<file path="src/rtl/hdcc_pkg.sv">
package hdcc_pkg;

    typedef enum logic [2:0] {
        ST_IDLE,
        ST_SEND,
        ST_JAM,
        ST_BACKOFF,
        ST_HBWAIT
    } ctl_state_e;

    typedef struct packed {
        logic late;
        logic excess;
        logic no_hb;
        logic crs_lost;
    } frame_flags_t;

    // exponent of the backoff range for a given attempt, truncated at cap
    function automatic int unsigned backoff_exp(int unsigned attempt, int unsigned cap);
        return (attempt < cap) ? attempt : cap;
    endfunction

    // all-ones mask selecting the legal slot range for an attempt
    function automatic logic [31:0] backoff_mask(int unsigned attempt, int unsigned cap);
        return (32'd1 << backoff_exp(attempt, cap)) - 32'd1;
    endfunction

endpackage

</file>
<file path="src/rtl/hdcc_prng.sv">
module hdcc_prng #(
    parameter int W = 16,
    parameter int OUT_W = 10,
    parameter logic [W-1:0] TAPS = 16'hB400
) (
    input  logic             clk,
    input  logic             rst,
    output logic [OUT_W-1:0] rnd
);
    logic [W-1:0] lfsr_q;

    // Galois form, advances every cycle regardless of activity
    always_ff @(posedge clk) begin
        if (rst) lfsr_q <= W'(1);
        else     lfsr_q <= {1'b0, lfsr_q[W-1:1]} ^ (lfsr_q[0] ? TAPS : '0);
    end

    assign rnd = lfsr_q[OUT_W-1:0];

    // generator never locks up in the all-zero state
    a_r2_prng_alive: assert property (@(posedge clk) disable iff (rst) lfsr_q != '0);
endmodule

</file>
<file path="src/rtl/hdcc_backoff.sv">
module hdcc_backoff
    import hdcc_pkg::*;
#(
    parameter int SLOT_BITS = 512,
    parameter int CAP = 10,
    parameter int ATT_W = 5,
    localparam int SLOT_W = CAP,
    localparam int BIT_W = (SLOT_BITS > 1) ? $clog2(SLOT_BITS) : 1
) (
    input  logic              clk,
    input  logic              rst,
    input  logic              bit_en,
    input  logic              load,
    input  logic [ATT_W-1:0]  attempt,
    input  logic [SLOT_W-1:0] rnd,
    input  logic              run,
    output logic              zero,
    output logic              expire
);
    logic [SLOT_W-1:0] slots_q;
    logic [BIT_W-1:0]  bitc_q;
    logic [SLOT_W-1:0] mask_w;
    logic              slot_end;

    assign mask_w   = SLOT_W'(backoff_mask(32'(attempt), CAP));
    assign slot_end = bitc_q == BIT_W'(SLOT_BITS - 1);

    always_ff @(posedge clk) begin
        if (rst) begin
            slots_q <= '0;
            bitc_q  <= '0;
        end else if (load) begin
            slots_q <= rnd & mask_w;
            bitc_q  <= '0;
        end else if (run && bit_en) begin
            if (slot_end) begin
                bitc_q  <= '0;
                slots_q <= slots_q - SLOT_W'(1);
            end else begin
                bitc_q <= bitc_q + BIT_W'(1);
            end
        end
    end

    assign zero   = slots_q == '0;
    assign expire = run && bit_en && slot_end && (slots_q == SLOT_W'(1));

    // the drawn slot count stays inside the range allowed for the attempt
    a_r2_slot_bound: assert property (@(posedge clk) disable iff (rst)
        load |=> slots_q <= $past(mask_w));
    // the waiting state is only ever entered with slots left to wait
    a_r2_run_nonzero: assert property (@(posedge clk) disable iff (rst)
        run |-> slots_q != '0);
endmodule

</file>
<file path="src/rtl/hd_tx_collision_ctrl.sv">
module hd_tx_collision_ctrl
    import hdcc_pkg::*;
#(
    parameter int CLEAN_BITS   = 512,
    parameter int SLOT_BITS    = 512,
    parameter int JAM_BITS     = 32,
    parameter int HB_BITS      = 40,
    parameter int MAX_ATTEMPTS = 16,
    parameter int BACKOFF_CAP  = 10,
    parameter int LFSR_W       = 16,
    localparam int ATT_W = $clog2(MAX_ATTEMPTS + 1)
) (
    input  logic             clk,
    input  logic             rst,
    input  logic             bit_en,
    input  logic             speed10,
    input  logic             start,
    input  logic             data_end,
    input  logic             col,
    input  logic             crs,
    output logic             tx_active,
    output logic             jam_active,
    output logic             buf_release,
    output logic             frame_done,
    output logic             st_late,
    output logic             st_excess,
    output logic             st_no_heartbeat,
    output logic             st_carrier_lost,
    output logic [ATT_W-1:0] st_attempts
);
    localparam int BC_W    = $clog2(CLEAN_BITS + 1);
    localparam int CNT_MAX = (JAM_BITS > HB_BITS) ? JAM_BITS : HB_BITS;
    localparam int CNT_W   = $clog2(CNT_MAX + 1);

    ctl_state_e        state;
    frame_flags_t      flags;
    logic [BC_W-1:0]   bitcnt;
    logic [CNT_W-1:0]  cnt;
    logic [ATT_W-1:0]  attempts;
    logic              abort_q;
    logic              release_q;
    logic              done_q;

    logic [BACKOFF_CAP-1:0] rnd;
    logic tick_send, late_now, last_try, bo_load, bo_zero, bo_expire;

    hdcc_prng #(.W(LFSR_W), .OUT_W(BACKOFF_CAP)) u_prng (
        .clk (clk),
        .rst (rst),
        .rnd (rnd)
    );

    assign tick_send = (state == ST_SEND) && bit_en;
    assign late_now  = bitcnt == BC_W'(CLEAN_BITS);
    assign last_try  = attempts == ATT_W'(MAX_ATTEMPTS);
    assign bo_load   = tick_send && col && !late_now && !last_try;

    hdcc_backoff #(.SLOT_BITS(SLOT_BITS), .CAP(BACKOFF_CAP), .ATT_W(ATT_W)) u_backoff (
        .clk     (clk),
        .rst     (rst),
        .bit_en  (bit_en),
        .load    (bo_load),
        .attempt (attempts),
        .rnd     (rnd),
        .run     (state == ST_BACKOFF),
        .zero    (bo_zero),
        .expire  (bo_expire)
    );

    always_ff @(posedge clk) begin
        if (rst) begin
            state     <= ST_IDLE;
            flags     <= '0;
            bitcnt    <= '0;
            cnt       <= '0;
            attempts  <= '0;
            abort_q   <= 1'b0;
            release_q <= 1'b0;
            done_q    <= 1'b0;
        end else begin
            release_q <= 1'b0;
            done_q    <= 1'b0;
            case (state)
                ST_IDLE: begin
                    if (start) begin
                        state    <= ST_SEND;
                        attempts <= ATT_W'(1);
                        bitcnt   <= '0;
                        flags    <= '0;
                        abort_q  <= 1'b0;
                    end
                end
                ST_SEND: begin
                    if (bit_en) begin
                        if (!crs) flags.crs_lost <= 1'b1;
                        if (col) begin
                            state <= ST_JAM;
                            cnt   <= '0;
                            if (late_now) begin
                                flags.late <= 1'b1;
                                abort_q    <= 1'b1;
                            end else if (last_try) begin
                                flags.excess <= 1'b1;
                                abort_q      <= 1'b1;
                            end
                        end else if (data_end) begin
                            if (speed10) begin
                                state <= ST_HBWAIT;
                                cnt   <= '0;
                            end else begin
                                state  <= ST_IDLE;
                                done_q <= 1'b1;
                            end
                        end else if (!late_now) begin
                            bitcnt <= bitcnt + BC_W'(1);
                            if (bitcnt == BC_W'(CLEAN_BITS - 1)) release_q <= 1'b1;
                        end
                    end
                end
                ST_JAM: begin
                    if (bit_en) begin
                        if (cnt == CNT_W'(JAM_BITS - 1)) begin
                            if (abort_q) begin
                                state  <= ST_IDLE;
                                done_q <= 1'b1;
                            end else if (bo_zero) begin
                                state    <= ST_SEND;
                                attempts <= attempts + ATT_W'(1);
                                bitcnt   <= '0;
                            end else begin
                                state <= ST_BACKOFF;
                            end
                        end else begin
                            cnt <= cnt + CNT_W'(1);
                        end
                    end
                end
                ST_BACKOFF: begin
                    if (bo_expire) begin
                        state    <= ST_SEND;
                        attempts <= attempts + ATT_W'(1);
                        bitcnt   <= '0;
                    end
                end
                ST_HBWAIT: begin
                    if (bit_en) begin
                        if (col) begin
                            state  <= ST_IDLE;
                            done_q <= 1'b1;
                        end else if (cnt == CNT_W'(HB_BITS - 1)) begin
                            flags.no_hb <= 1'b1;
                            state       <= ST_IDLE;
                            done_q      <= 1'b1;
                        end else begin
                            cnt <= cnt + CNT_W'(1);
                        end
                    end
                end
                default: state <= ST_IDLE;
            endcase
        end
    end

    assign tx_active       = state == ST_SEND;
    assign jam_active      = state == ST_JAM;
    assign buf_release     = release_q;
    assign frame_done      = done_q;
    assign st_late         = flags.late;
    assign st_excess       = flags.excess;
    assign st_no_heartbeat = flags.no_hb;
    assign st_carrier_lost = flags.crs_lost;
    assign st_attempts     = attempts;

    // a late-collision jam is never followed by another send
    a_r3_late_no_resend: assert property (@(posedge clk) disable iff (rst)
        (jam_active && st_late) |=> !tx_active);
    // the excess flag only comes with the full attempt count
    a_r4_excess_count: assert property (@(posedge clk) disable iff (rst)
        (frame_done && st_excess) |-> st_attempts == ATT_W'(MAX_ATTEMPTS));
    // buffer release only while the frame keeps sending
    a_r5_release_in_send: assert property (@(posedge clk) disable iff (rst)
        buf_release |-> tx_active);
    // missing heartbeat is only reported in 10 Mbps mode
    a_r6_hb_only_slow: assert property (@(posedge clk) disable iff (rst)
        (frame_done && st_no_heartbeat) |-> speed10);
    // completion is a single-cycle pulse
    a_r9_done_pulse: assert property (@(posedge clk) disable iff (rst)
        frame_done |=> !frame_done);
endmodule

</file>
<file path="config.mk">
export PLATFORM = sky130hd
export DESIGN_NAME = hd_tx_collision_ctrl
export DESIGN_NICKNAME = d
export VERILOG_FILES = /design/src/rtl/hdcc_pkg.sv /design/src/rtl/hdcc_prng.sv /design/src/rtl/hdcc_backoff.sv /design/src/rtl/hd_tx_collision_ctrl.sv
export SDC_FILE = /design/constraint.sdc
export NUM_CORES = 1
export LEC_CHECK = 0
export BUFFER_PORTS_ARGS = -buffer_cell sky130_fd_sc_hd__buf_2
export CAP_MARGIN = 20
export CORE_MARGIN = 2
export CORE_UTILIZATION = 50
export CTS_CLUSTER_DIAMETER = 120
export DETAILED_ROUTE_END_ITERATION = 6
export PLACE_DENSITY = 0.77
export SYNTH_ARGS = -nofsm -noshare
export SYNTH_HDL_FRONTEND = slang
export SYNTH_HIERARCHICAL = 1
export SYNTH_SLANG_ARGS = --single-unit
</file>
<file path="constraint.sdc">
create_clock -name clk -period 3.3 [get_ports clk]
set_input_delay 0.99 -clock clk [delete_from_list [all_inputs] [get_ports clk]]
set_output_delay 0.99 -clock clk [all_outputs]
set_load 0.01 [all_outputs]
</file>
==> results of run 1 <==
==> cell type report <==
cell class | instances | area, µm² | share of cell area [%]
repair buffers | 31 | 183 | 4.38
inverters | 20 | 75.1 | 1.80
multi-input cells | 330 | 2160 | 51.7
clock inverters | 7 | 189 | 4.53
clock buffers | 9 | 124 | 2.97
well taps | 99 | 124 | 2.97
flip-flops and latches | 66 | 1320 | 31.7
==> cell families after synthesis <==
group,after synthesis,share of synthesized area [%]
XOR/XNOR,15,3.49
multiplexers,7,1.86
adder cells (fa/ha/maj),10,3.32
AND/OR/NAND/NOR,204,30.8
AO/OA/AOI/OAI,94,17.8
buffers and inverters,52,7.61
flip-flops,66,35.1
==> flip-flops by register name, summed over array words and instances, names as in the netlist, 3 cells and up <==
signal / flops
cnt: 6
u_backoff/slots_q: 10
u_prng/lfsr_q: 16
u_backoff/bitc_q: 9
state: 3
bitcnt: 10
st_attempts: 5
==> final timing paths <==
path	startpoint	to	cells after the start
setup reg to reg	st_attempts[0]$_SDFFE_PP0P_	u_backoff/slots_q[2]$_SDFFE_PP0P_	10
hold reg to reg	u_prng/lfsr_q[15]$_SDFF_PP0_	u_prng/lfsr_q[14]$_SDFF_PP0_	1
setup / recovery	st_attempts[0]$_SDFFE_PP0P_	u_backoff/slots_q[2]$_SDFFE_PP0P_	10
hold / removal	u_prng/lfsr_q[15]$_SDFF_PP0_	u_prng/lfsr_q[14]$_SDFF_PP0_	1
==> report_power, final <==
| group | switching [W] | total, W | internal, W |
|---|---|---|---|
| clock | 0.000319 | 0.00105 | 0.000732 |
| combinational | 0.000397 | 0.000650 | 0.000253 |
| sequential | 0.0000421 | 0.000881 | 0.000839 |
==> cell usage in the layout (no fill, tap or decap), drive strengths merged, types with 3 or more instances in the layout <==
cell type / synthesis / final
nand3: 28 / 28
nor3b: 4 / 4
or3: 11 / 11
a211oi: 3 / 3
xnor2: 9 / 9
mux2i: 7 / 7
nor4: 10 / 10
clkbuf: 13 / 9
buf: 19 / 31
nor2b: 12 / 12
and2: 7 / 7
xor2: 6 / 6
nor3: 14 / 14
a211o: 4 / 4
o21ai: 19 / 19
a21oi: 19 / 19
a21o: 3 / 3
and2b: 4 / 4
o311ai: 4 / 4
and3: 8 / 8
dfxtp: 66 / 66
o31a: 8 / 8
nor2: 37 / 37
a31oi: 5 / 5
or2: 3 / 3
bufinv: 0 / 6
a2bb2oi: 3 / 3
nand2b: 10 / 10
nand4: 9 / 9
nand3b: 6 / 6
o22ai: 4 / 4
nand2: 31 / 31
o31ai: 3 / 3
ha: 10 / 10
inv: 19 / 19
==> critical path: stages, from the launching register on <==
cell and delay, ps:
dfxtp_1 600, inv_1 90, ha_1 210, or4bb_1 210, nand2_1 60, nor2_1 160
and3_1 420, nand2_1 90, nor4_1 370, nor3_1 100, nor4_1 270
==> per-stage QoR <==
step           instances  area (µm²)  worst slack (ps)
3_3_place_gp         546        3860               626
3_5_place_dp         546        3860               598
2_1_floorplan        448        3760               809
4_1_cts              562        4170               616
6_report             562        4170               619
5_1_grt              562        4170               376
==> metal layers <==
layer / vias up / wire length (µm) / share of wire (%) / global-route usage (%)
li1: 1631 / - / - / -
met1: 1568 / 3840 / 45 / 26.5
met2: 95 / 4210 / 49 / 36.4
met3: 16 / 349 / 4.1 / 4.34
met4: 0 / 136 / 1.6 / 7.07
met5: - / 0 / 0 / 0
==> summary by stage, run 1 <==
Clock tree
In this run the number of H-tree levels came out at 3. In this run, CTS created clock tree buffers numbering 9. The TritonCTS clock tree is built.

Clock-pin slew was measured on the worst setup and hold paths at 80 ps. The worst-skew pair later-pin latency is 350 ps. In this run the deepest clock path goes through 2 buffers. In this run the clock root is driven by a clkbuf_8. The quantity of hold-fixing buffers added after cts is 0. The post-CTS resize count is 0. The clock net in this run drives a total of 66 sinks. The setup fix buffers added after clock tree synthesis is 0.

Routing
The via count is 3310. The final routed wirelength across all metal layers is 8.54 mm. In the routed layout, each cell is associated on average with a via count of 5.89. In the final routed layout, each cell accounts on average for 15.2 µm.

For this run, design rule violations remaining after detail routing come to 0. The first routing iteration left 187 violations. The number of iterations in the first detailed-routing pass is 5.

In this run the remaining antenna-violating nets after routing total 0.

Cells and area
The share of layout cells above drive strength 1 is 14.0%. The utilization after layout is 57.5%. The final net count is 476. 0 antenna diodes ended up in the layout. The count of fill cells added during filler insertion is 662. Relative to the synthesized area, the layout overhead comes to 10.8%.

STA
The top achievable clock speed is 373 MHz. The worst pin sits at a relative slew slack of 51.8%. The transition time at the pin with the least slew margin is 716 ps. The final worst-path cycle share is 81.2%. The worst path needs 2680 ps of the cycle, external delays included. Setup repair after global routing left no endpoint under its margin. Hold timing on the final database bottoms out at a slack of 437 ps. The setup skew after layout is 10.9 ps.

The number of pins exceeding their max-slew limit in the final report is 0. The final-layout setup total negative slack is 0 ps. The final-report setup violation count is 0. The number of hold violations in the final report is 0.

Global route
The first global-routing pass estimated 14.3 mm of wire. The via count of the first global-routing pass is 3024. For this run the aggregate overflow at the end of global routing stands at 0. The maximum number of pins on one net before global-route repair is 21. The initial antenna violation count is 0. Global routing consumed, over all layers together, 21.2% of the routing resources.

Worst setup path
The kind of start point of the critical path is a register. The data arrival time of the critical path is 2940 ps. The worst setup path is captured at a register. For flop-to-flop paths, the worst setup slack is 620 ps. By startpoint and endpoint, the worst setup path is classified as register to register. Along the worst path, the maximum fanout reaches 13.

STA puts the critical path data required time at 3560 ps.

Place
At the end of routability-driven placement, the weighted congestion stood at 0.856. In this run the tool buffered the top-level ports with 20 buffer cells. The HPWL after detailed placement is 5.90 mm.

Power and ir drop
Across the VDD grid, the largest voltage drop is 259 µV. The total power is 0.00258 W. The leakage component of the power is 1.56 nW.

Dividing total power by cell area gives a power density of 619 nW/µm².

Logic synthesis
The mapped netlist covers 3760 µm². The share of synthesized area in the top cell type comes to 35.1%. The mean area per synthesized cell is 8.40 µm².

By area the synthesized netlist is led by dfxtp_1 35%, nand3_1 3.7%, nor2_1 3.7%. dfxtp_1 is the most common cell in the netlist. The predominant post-synthesis flop cell is dfxtp_1. The share of flip-flops with an asynchronous set or reset is 0%. dfxtp_1 takes more of the synthesized area than any other cell. The number of warnings printed during yosys synthesis is 6. By count the netlist is led by 66 x dfxtp_1, 37 x nor2_1, 31 x nand2_1. The synthesized design contains 0 enable-type register cells.

The count of different cell masters after synthesis is 71. After synthesis the netlist holds a flip-flop and latch count of 66. The post-synthesis cell count is 448. The register area share after synthesis is 35.1%. When the netlist entered floorplanning its net count stood at 466.

Die
For this configuration, the core starts out at a cell density of 51.9%. The height of the die is 90.8 µm. In this run the count of I/O pins placed on the die edge is 21. The width of the die is 90.8 µm. The floorplan has 31 rows. The floorplan step defined a core boundary enclosing 7250 µm². The area of the die is 8240 µm².

Status
The run finished with clean final reports.

Hold path
The path category of the worst min-delay check is register to register.

Flow run
The reported max-cap violation count is 0.
Power figures use the tool's default switching activity.
==> run 2, diff against run 1 <==
--- a/config.mk
+++ b/config.mk
@@ -11,7 +11,7 @@
 export CORE_UTILIZATION = 50
 export CTS_CLUSTER_DIAMETER = 120
 export DETAILED_ROUTE_END_ITERATION = 6
-export PLACE_DENSITY = 0.77
+export PLACE_DENSITY = 0.8
 export SYNTH_ARGS = -nofsm -noshare
 export SYNTH_HDL_FRONTEND = slang
 export SYNTH_HIERARCHICAL = 1
==> constraint.sdc (replaced) <==
create_clock -name clk -period 2.19 [get_ports clk]
set_input_delay 0.657 -clock clk [delete_from_list [all_inputs] [get_ports clk]]
set_output_delay 0.657 -clock clk [all_outputs]
set_load 0.01 [all_outputs]
==> run 2 against run 1 <==
  * The flow now finishes with violations (setup timing)
  * Highest routed layer unchanged
  * Critical endpoint is now st_attempts[3]$_SDFFE_PP0P_
  * Worst setup slack lost 740 ps
  * Utilization grew 7.5 points
  * Non-clock buffer count grew 58
  * Via count grew 9.5%
  * Largest cell class unchanged
  * Sequential share of layout area shrank 3.5 points
  * Global-route usage grew 1.6 points
  * Register-to-register slack lost 740 ps
  * Cell count grew 10%
  * Clock power grew 8%
==> summary by stage, run 2 (synthesis results as in run 1) <==
Routing
The number of iterations in the first detailed-routing pass is 5 (unchanged). The via count is 3626 (was 3310). The final routed wirelength across all metal layers was 9.64 mm (was 8.54 mm). The final routed wire length divided by cell count came to 15.6 µm (was 15.2 µm).

The initial DRC count is 211 (was 187). The via density per instance is 5.85 (was 5.89). The post-detailed-route DRC marker count is 0 (unchanged). The remaining antenna violation count is 0 (unchanged).

Status
The checks that failed: setup timing. Outcome: finished with violations (was completed).

Place
The final weighted congestion in routability-driven placement is 0.877 (was 0.856). The HPWL after detailed placement is 6.75 mm (was 5.90 mm). The worst setup slack after placement was -155 ps (was 598 ps).

The count of buffers from port buffering is 20 (unchanged).

Clock tree
The worst-skew pair later-pin latency is 350 ps (about the same). The number of buffers on the longest clock path is 2 (unchanged). The clock root buffer is clkbuf_8 (unchanged).

The number of H-tree branching levels was 3 (unchanged). The clock transition time at the flip-flop clock pins of the worst setup and hold paths came to 80 ps (about the same). The total CTS buffers is 9 (unchanged). The number of clock sinks was 66 (unchanged). The quantity of hold-fixing buffers added after cts is 0 (unchanged). The TritonCTS clock tree is built (unchanged).

Hold path
The critical hold path startpoint was u_prng/lfsr_q[15]$_SDFF_PP0_ (unchanged). The path category of the worst min-delay check is register to register (unchanged).

Die
The area of the die is 8240 µm² (unchanged). The site row count came to 31 (unchanged). The height of the die is 90.8 µm (unchanged). The starting utilization of the core area is 51.9% (unchanged). The width of the die is 90.8 µm (unchanged). The core box area is 7250 µm² (unchanged).

The boundary pin count was 21 (unchanged).

Worst setup path
The start point of the critical path is u_backoff/slots_q[5]$_SDFFE_PP0P_ (was st_attempts[0]$_SDFFE_PP0P_). The data arrival time of the critical path is 2580 ps (was 2940 ps). The critical-path maximum fanout is 4 (was 13). CP Cell Sequence: or4_4 > nor3_4 > and2_4 > nand4bb_1 > o31a_1 > nand2b_4 > or3_1 > a31oi_1 (was inv_1 > ha_1 > or4bb_1 > nand2_1 > nor2_1 > and3_1 > nand2_1 > nor4_1 > nor3_1 > nor4_1). The endpoint type of the worst setup path is a register (unchanged).

The number of buffers and inverters on the critical path is 0 (was 1). The required time of the worst setup path is 2460 ps (was 3560 ps). The highest cell delay on the worst timing path came to 550 ps (was 600 ps). The standard cell with the maximum stage delay on the critical path is or4_4 (was dfxtp_1). The category of the critical setup timing path is register to register (unchanged).

The startpoint of the lowest-slack register-to-register path is u_backoff/slots_q[5]$_SDFFE_PP0P_ (was st_attempts[0]$_SDFFE_PP0P_). The family with the most delay on the worst path was simple AND/OR/NAND/NOR gates (unchanged). The kind of start point of the critical path was a register (unchanged).

Global route
The all-layer global routing usage is 22.8% (was 21.2%). The total congestion overflow after global routing is 0 (unchanged). The initial antenna violation count is 0 (unchanged).

The maximum number of pins on one net before global-route repair came to 18 (was 21). The via count of the first global-routing pass is 3387 (was 3024). The global-route wire length before repair is 15.3 mm (was 14.3 mm).

Cells and area
The final net count is 534 (was 476). The count of inserted antenna diode cells was 0 (unchanged). The count of fill cells added during filler insertion is 595 (was 662). The layout overhead on the synthesized area is 25.4% (was 10.8%). Most used cells in the layout excluding fill and tap cells: 67 x buf_4, 60 x dfxtp_1, 33 x nor2_1 (was 66 x dfxtp_1, 37 x nor2_1, 31 x nand2_1). Registers with the highest flip-flop counts: u_prng/lfsr_q: 16 flops, bitcnt: 10 flops, u_backoff/slots_q: 10 flops (unchanged).

The most common library cell in the layout ignoring fill and taps is buf_4 (was dfxtp_1). The flip-flop count of the largest register after layout came to 16 (unchanged). The share of layout cells above drive strength 1 is 30.5% (was 14.0%). The register with the most flip-flops is u_prng/lfsr_q (unchanged).

Power and ir drop
The total power density per cell area is 807 nW/µm² (was 619 nW/µm²). The worst ir drop on vdd is 509 µV (was 259 µV). The leakage component of the power was 1.83 nW (was 1.56 nW).

STA
RSZ-0062 raised after global routing: true (was false). The final worst-path cycle share is 105% (was 81.2%). The worst hold slack came to 442 ps (was 437 ps). The number of hold violations in the final report is 0 (unchanged).

The final worst setup slack is -117 ps (was 619 ps). The post-layout minimum cycle time is 2310 ps (was 2680 ps). The final-report setup violation count was 14 (was 0). The setup skew after layout came to 9.72 ps (was 10.9 ps). The number of pins exceeding their max-slew limit in the final report came to 0 (unchanged).

The final-layout setup total negative slack is -1090 ps (was 0 ps). The transition time at the pin with the least slew margin is 629 ps (was 716 ps). The relative slew slack came to 57.7% (was 51.8%). The top achievable clock speed was 433 MHz (was 373 MHz).

Flow run
The reported max-cap violation count came to 0 (unchanged).
==> run 2: layout make-up <==
cell class / instances / area (µm²) / share of cell area, %
Multi-Input combinational cell: 330 / 2350 / 49.7
Sequential cell: 66 / 1330 / 28.2
Timing Repair Buffer: 89 / 626 / 13.3
Clock buffer: 9 / 124 / 2.62
Tap cell: 99 / 124 / 2.62
Clock inverter: 7 / 93.8 / 1.99
Inverter: 20 / 75.1 / 1.59
==> run 2: final timing paths <==
path	slack (ps)	cells after the start	endpoint
max reg2reg	-120	8	st_attempts[3]$_SDFFE_PP0P_
min	440	1	u_prng/lfsr_q[14]$_SDFF_PP0_
max	-120	8	st_attempts[3]$_SDFFE_PP0P_
min reg2reg	440	1	u_prng/lfsr_q[14]$_SDFF_PP0_
==> run 2: per-layer routing <==
| metal | global-route usage, % | up-vias | wire length [µm] |
|---|---|---|---|
| met4 | 6.31 | 0 | 231 |
| met1 | 28.2 | 1738 | 4100 |
| li1 | - | 1752 | - |
| met5 | 0 | - | 0 |
| met3 | 5.76 | 24 | 549 |
| met2 | 39.2 | 112 | 4760 |
==> run 2: worst reg2reg max path: cells and delay by family (launching register included) <==
| family | cells | cell delay (ps) |
|---|---|---|
| AND/OR/NAND/NOR | 6 | 1460 |
| flip-flops | 1 | 310 |
| AO/OA/AOI/OAI | 2 | 460 |
==> run 2: through the flow <==
stage	area (µm²)	util [%]	cells	power, W
2_1_floorplan	3830	-	448	0.00215
3_3_place_gp	4300	59.3	598	0.00250
3_5_place_dp	4300	59.3	598	0.00254
4_1_cts	4570	62.9	615	0.00370
5_1_grt	4720	65.1	620	0.00400
6_report	4720	65.1	620	0.00381
==> run 2: repair_timing <==
| action | in CTS | in global routing |
|---|---|---|
| setup endpoints to repair | 27 | 31 |
| cloned | 0 | 0 |
| buffers inserted | 1 | 5 |
| pin swaps | 2 | 16 |
| resized for setup | 10 | 29 |
==> run 2: power breakdown <==
| part | internal, W | switching, W | leakage (nW) | total (W) |
|---|---|---|---|---|
| clock | 0.000638 | 0.000489 | 0.105 | 0.00113 |
| sequential | 0.00126 | 0.0000558 | 0.538 | 0.00132 |
| combinational | 0.000643 | 0.000719 | 1.19 | 0.00136 |
| total | 0.00255 | 0.00126 | 1.83 | 0.00381 |
